### src/rtl/i2c_cfg_target.sv
module i2c_cfg_target #(
  parameter logic [3:0] DEV_TYPE  = 4'b1001,
  parameter int         WR_CYCLES = 1000
) (
  input  logic       clk,
  input  logic       rst_n,
  input  logic       scl_i,
  input  logic       sda_i,
  input  logic [1:0] bus_strap,
  output logic       sda_oe,
  output logic       wr_busy
);
  localparam int BW = $clog2(WR_CYCLES + 1);

  typedef enum logic [3:0] {
    S_IDLE, S_DEV, S_DACK, S_WA, S_AACK, S_WD, S_WACK, S_WSTOP, S_RD, S_RACK, S_IGN
  } st_t;

  logic [1:0] scl_m, sda_m;
  logic       scl_q, sda_q;
  st_t        st;
  logic [3:0] cnt;
  logic [7:0] sh, tx, wdat;
  logic [8:0] ptr;
  logic       rw, mack;
  logic [BW-1:0] bcnt;
  logic [7:0] mem [0:511];

  wire scl_s     = scl_m[1];
  wire sda_s     = sda_m[1];
  wire scl_rise  = scl_s & ~scl_q;
  wire scl_fall  = ~scl_s & scl_q;
  wire start_det = scl_s & scl_q & sda_q & ~sda_s;
  wire stop_det  = scl_s & scl_q & ~sda_q & sda_s;
  wire [7:0] rd  = mem[ptr];
  wire commit    = ~wr_busy & stop_det & (st == S_WSTOP);
  wire rx_st     = (st == S_DEV) || (st == S_WA) || (st == S_WD);

  assign wr_busy = (bcnt != '0);

  always_ff @(posedge clk or negedge rst_n)
    if (!rst_n) begin
      scl_m <= 2'b11; sda_m <= 2'b11; scl_q <= 1'b1; sda_q <= 1'b1;
    end else begin
      scl_m <= {scl_m[0], scl_i}; sda_m <= {sda_m[0], sda_i};
      scl_q <= scl_s; sda_q <= sda_s;
    end

  always_ff @(posedge clk)
    if (commit) mem[ptr] <= wdat;

  always_ff @(posedge clk or negedge rst_n)
    if (!rst_n) begin
      st <= S_IDLE; cnt <= '0; sh <= '0; tx <= '0; wdat <= '0; ptr <= '0;
      rw <= 1'b0; mack <= 1'b0; bcnt <= '0; sda_oe <= 1'b0;
    end else if (wr_busy) begin
      bcnt <= bcnt - 1'b1; st <= S_IDLE; sda_oe <= 1'b0;
    end else if (start_det) begin
      st <= S_DEV; cnt <= '0; sda_oe <= 1'b0;
    end else if (stop_det) begin
      if (commit) bcnt <= BW'(WR_CYCLES);
      st <= S_IDLE; sda_oe <= 1'b0;
    end else if (rx_st) begin
      if (scl_rise && cnt != 4'd8) begin
        sh <= {sh[6:0], sda_s}; cnt <= cnt + 1'b1;
      end else if (scl_fall && cnt == 4'd8) begin
        cnt <= '0;
        case (st)
          S_DEV:
            if (sh[7:4] == DEV_TYPE && sh[3:2] == bus_strap) begin
              sda_oe <= 1'b1; st <= S_DACK; rw <= sh[0]; ptr[8] <= sh[1];
            end else st <= S_IGN;
          S_WA:    begin ptr[7:0] <= sh; sda_oe <= 1'b1; st <= S_AACK; end
          default: begin wdat <= sh; sda_oe <= 1'b1; st <= S_WACK; end
        endcase
      end
    end else begin
      case (st)
        S_DACK: if (scl_fall) begin
          if (rw) begin
            tx <= {rd[6:0], 1'b0}; sda_oe <= ~rd[7]; ptr <= ptr + 1'b1;
            cnt <= 4'd1; st <= S_RD;
          end else begin
            sda_oe <= 1'b0; st <= S_WA;
          end
        end
        S_AACK: if (scl_fall) begin sda_oe <= 1'b0; st <= S_WD; end
        S_WACK: if (scl_fall) begin sda_oe <= 1'b0; st <= S_WSTOP; end
        S_RD: if (scl_fall) begin
          if (cnt == 4'd8) begin sda_oe <= 1'b0; st <= S_RACK; end
          else begin sda_oe <= ~tx[7]; tx <= {tx[6:0], 1'b0}; cnt <= cnt + 1'b1; end
        end
        S_RACK:
          if (scl_rise) mack <= ~sda_s;
          else if (scl_fall) begin
            if (mack) begin
              tx <= {rd[6:0], 1'b0}; sda_oe <= ~rd[7]; ptr <= ptr + 1'b1;
              cnt <= 4'd1; st <= S_RD;
            end else st <= S_IGN;
          end
        default: ;
      endcase
    end

  a_r6_silent_busy: assert property (@(posedge clk) disable iff (!rst_n)
    wr_busy |-> !sda_oe);
  a_r10_oe_scl_low: assert property (@(posedge clk) disable iff (!rst_n)
    !$stable(sda_oe) |-> !scl_s);
  a_r5_busy_from_stop: assert property (@(posedge clk) disable iff (!rst_n)
    $rose(wr_busy) |-> $past(stop_det));
  a_r2_ignore_quiet: assert property (@(posedge clk) disable iff (!rst_n)
    (st == S_IGN) |-> !sda_oe);
  a_r1_start_releases: assert property (@(posedge clk) disable iff (!rst_n)
    $past(start_det) |-> !sda_oe);
endmodule

### config.mk
export PLATFORM = sky130hd
export DESIGN_NAME = i2c_cfg_target
export DESIGN_NICKNAME = d
export VERILOG_FILES = /design/src/rtl/i2c_cfg_target.sv
export SDC_FILE = /design/constraint.sdc
export NUM_CORES = 2
export LEC_CHECK = 0
export BUFFER_PORTS_ARGS = -buffer_cell sky130_fd_sc_hd__buf_2
export CORE_MARGIN = 2
export CORE_UTILIZATION = 63
export DETAILED_ROUTE_END_ITERATION = 16
export MAX_ROUTING_LAYER = met4
export PLACE_DENSITY = 0.81
export SKIP_CTS_REPAIR_TIMING = 1
export SYNTH_ARGS = -nofsm -noshare
export SYNTH_HDL_FRONTEND = slang
export SYNTH_SLANG_ARGS = --single-unit
### constraint.sdc
create_clock -name clk -period 9.6 [get_ports clk]
set_input_delay 0.48 -clock clk [delete_from_list [all_inputs] [get_ports clk]]
set_output_delay 0.48 -clock clk [all_outputs]
set_load 0.02 [all_outputs]
==> flow_summary.toml <==
[outcome]
outcome = "finished, violations left"
failed_checks = "capacitance limit, slew limit"

[global_route]
grt_pass1_vias = 85510
grt_pass1_wl_microns = 662900
grt_usage_pct = 37.95
grt-ovfl-total = 0
grt_max_degree = 241
antenna_found_initial = 37

[synthesis]
netlist_instances = 7523
yosys-top-cells-area = "edfxtp_1 76%, mux4_2 15%, nor2_1 1.4%, mux2i_1 1.1%, dfrtp_1 0.82%"
synth_seq_cells = 4155
synth_area_leader_cell = "edfxtp_1"
yosysTopAreaCellShare_pct = 76.10
syn_area_sq_um = 161600
ys_async_sr_fraction_pct = 1.420
synth_warnings = 0
synthSimpleGateAreaFrac_pct = 2.746
muxShareOfSynthArea_pct = 16.32
synth-edff-count = 4096
synthXorXnorAreaFrac_pct = 0.03793
yosysUniqueCellTypes = 74
synth_top_family_by_area = "multiplexers"
synth_nets = 7536
synth.avg_cell_area_sq_um = 21.48
synth_adder_area_share_pct = 0.05419
synth_compound_area_share_pct = 2.271
synth_flop_cell = "edfxtp_1"
synth_seq_area_share_pct = 77.02

[layout]
drive_gt1_share_pct = 23.71
seq_area_sq_um = 124500
final_cell_area_sq_um = 177800
multi_input_area_sq_um = 34860
syn_to_final_growth_pct = 9.997
fillers = 13780
layout.nets = 7632

[power]
power.share.clock_pct = 37.4
peakVddDrop_mv = 0.4345
intPower_uw = 30410
power_frac_comb_pct = 14.6
swShare_pct = 26.62
leakagePower_uw = 0.05184
pwr-share-seq_pct = 48.0
switchingPower_uw = 11030
power_density_nw_per_um2 = 233.1

[sta]
skew_ns = 0.08282
fin_crit_sh_pct = 59.43
post-route-min-period_ns = 5.706
setup_viol = 0
hold_viol = 0
slew_viol_final = 145
finalSetupTns_ns = 0
max_slew_margin_pct = -20.69
rsz0062_at_grt = "no"
tightestPinTransition_ns = 1.810
fmax_ghz = 0.1753

[routing]
antenna_left = 0
routed-via-count = 86460
drt_iter0_drc = 17530
wire_per_inst_microns = 41.91
firstDrtPassIters = 14
drc = 0
detail_route.vias_per_cell = 7.607
postRouteWirelength_microns = 476300

[die]
core_sq_um = 254600
row_count = 185
dieArea_sq_um = 260600
num_io_pins = 8
start_util_pct = 63.48
die_h_microns = 510.5
fp.dieW_microns = 510.5

[cts]
numCtsBuffers = 396
clock-root-buffer = "clkbuf_16"
cts.sinks = 4155
clock_path_buffers = 4
htreeDepth = 5
clkLatencyLatePin_ns = 1.03
clk_pin_slew_worst_paths_ns = 0.07
cts_tree = "built"

[critical_path]
rr_worst_depth = 4
crit_arrival_ns = 6.27
startpoint_type = "flop"
crit_type = "reg -> reg"
cp-end-kind = "flop"
cp_max_fo = 16
required_ns = 10.17

[hold_path]
hold_depth = 2
hold_class = "in -> reg"

[place]
place_area_sq_um = 165100
post-dp-hpwl_microns = 257000
io_buffer_count = 7
gp_congestion = 0.9956

[flow_run]
max_cap_violations = 4
==> critical path, stage by stage, from the launching register on <==
cell	delay, ns
dfrtp_1	0.90
nand2_1	0.82
nor2_2	1.31
nand2_1	0.97
nor2_1	1.22
==> path summary, 6_finish.rpt <==
check	start	end	slack [ns]
setup / recovery	ptr[8]	mem[397][3]	3.89
hold / removal	scl_i	scl_m[0]	0.12
setup reg to reg	ptr[8]	mem[397][3]	3.89
hold reg to reg	scl_m[1]	scl_q	0.42
max in group asynchronous	rst_n	wdat[1]	8.67
min in group asynchronous	rst_n	bcnt[9]	0.20
==> logic make-up (layout without fill, tap and decap cells) <==
kind of cell / count (synthesis) / count (layout)
mux: 1287 / 1287
compound gates: 534 / 534
buf+inv: 478 / 873
flops: 4155 / 4155
simple gates: 1055 / 1055
xor+xnor: 7 / 7
fa+ha+maj: 7 / 7
other cells: 0 / 82
==> stage by stage <==
stage / hold WS [ns] / std cells / setup WS [ns] / total power [uW] / util, %
2_1_floorplan: 0.1844 / 7523 / 2.136 / 24450 / -
3_3_place_gp: 0.4015 / 10580 / 4.416 / 26030 / 64.85
3_5_place_dp: 0.3989 / 10580 / 4.400 / 26090 / 64.85
4_1_cts: -0.4724 / 11280 / 4.371 / 41190 / 69.73
5_1_grt: 0.1204 / 11350 / 4.011 / 42050 / 69.80
6_report: 0.1179 / 11370 / 3.894 / 41440 / 69.82
==> layout make-up <==
cell class | instances | area share [%]
sequential | 4155 | 70.05
multi-input combinational | 2890 | 19.61
clock buffer | 486 | 5.846
tap | 3366 | 2.369
clock inverter | 211 | 1.138
timing repair buffer | 157 | 0.8262
antenna | 82 | 0.1154
inverter | 19 | 0.04575
==> cell usage after synthesis, types with 6 or more instances <==
cell       number
dfrtp_1        53
a21oi_1        87
nand2b_1       16
dfstp_2         6
nand2_1       248
o211ai_1       29
mux2i_1       181
ha_1            7
buf_1          73
a22o_1          8
or3_1           7
nor2_1        600
a31oi_1        25
nor4_1         15
mux2_2         31
o21ai_0        73
a221oi_1       17
buf_6          43
o2111ai_1       6
o221ai_1       13
nor2b_1        16
mux4_2       1075
o21ai_1         6
buf_4          77
a32oi_1        29
edfxtp_1     4096
nand3b_1        6
nor3_1         31
and2_1          8
clkbuf_1      181
buf_2          85
a22oi_1       132
a211oi_1       19
inv_1          18
o22ai_1        41
nand4_1        12
nand3_1        59
==> flip-flops by register name, summed over array words and instances, names as in the netlist <==
name	flops
bcnt	10
sda_m	2
sda_oe	1
scl_q	1
cnt	4
wdat	8
scl_m	2
st	4
mem	4096
mack	1
sh	8
ptr	9
tx	7
sda_q	1
rw	1
==> placed cells by master, fill, tap and decap left out, drive strengths merged, types with 7 or more instances in the layout <==
master / instances
buf: 154
o221ai: 13
nor2b: 16
diode: 82
dfrtp: 53
nand4: 12
or3: 7
a221oi: 18
inv: 27
a22oi: 132
mux4: 1075
o21ai: 79
clkinv: 146
nor3: 31
a32oi: 29
nand2b: 16
nor2: 600
a211oi: 19
clkbuf: 486
a22o: 8
and2: 9
nor4: 15
nand2: 248
o211ai: 29
mux2: 31
a31oi: 25
mux2i: 181
nand3: 59
edfxtp: 4096
a21oi: 88
clkinvlp: 22
ha: 7
o22ai: 41
bufinv: 35
==> power by group through the flow <==
stage	sequential, uW	combinational (uW)	clock [uW]
2_1_floorplan	20100	4340	0
3_3_place_gp	20200	5790	0
3_5_place_dp	20300	5840	0
4_1_cts	19900	5900	15400
5_1_grt	19900	6140	16000
6_report	19900	6060	15500
==> layer usage <==
metal  vias to the layer above  GRT usage [%]  share of wire [%]
li1                      31650              -                  -
met1                     43630          47.20                 31
met2                      9147          53.76                 45
met3                      2029          13.49                 16
met4                         0          23.62                7.6
met5                         -              -                  0
Note: power is estimated with default switching activity, not from simulation.
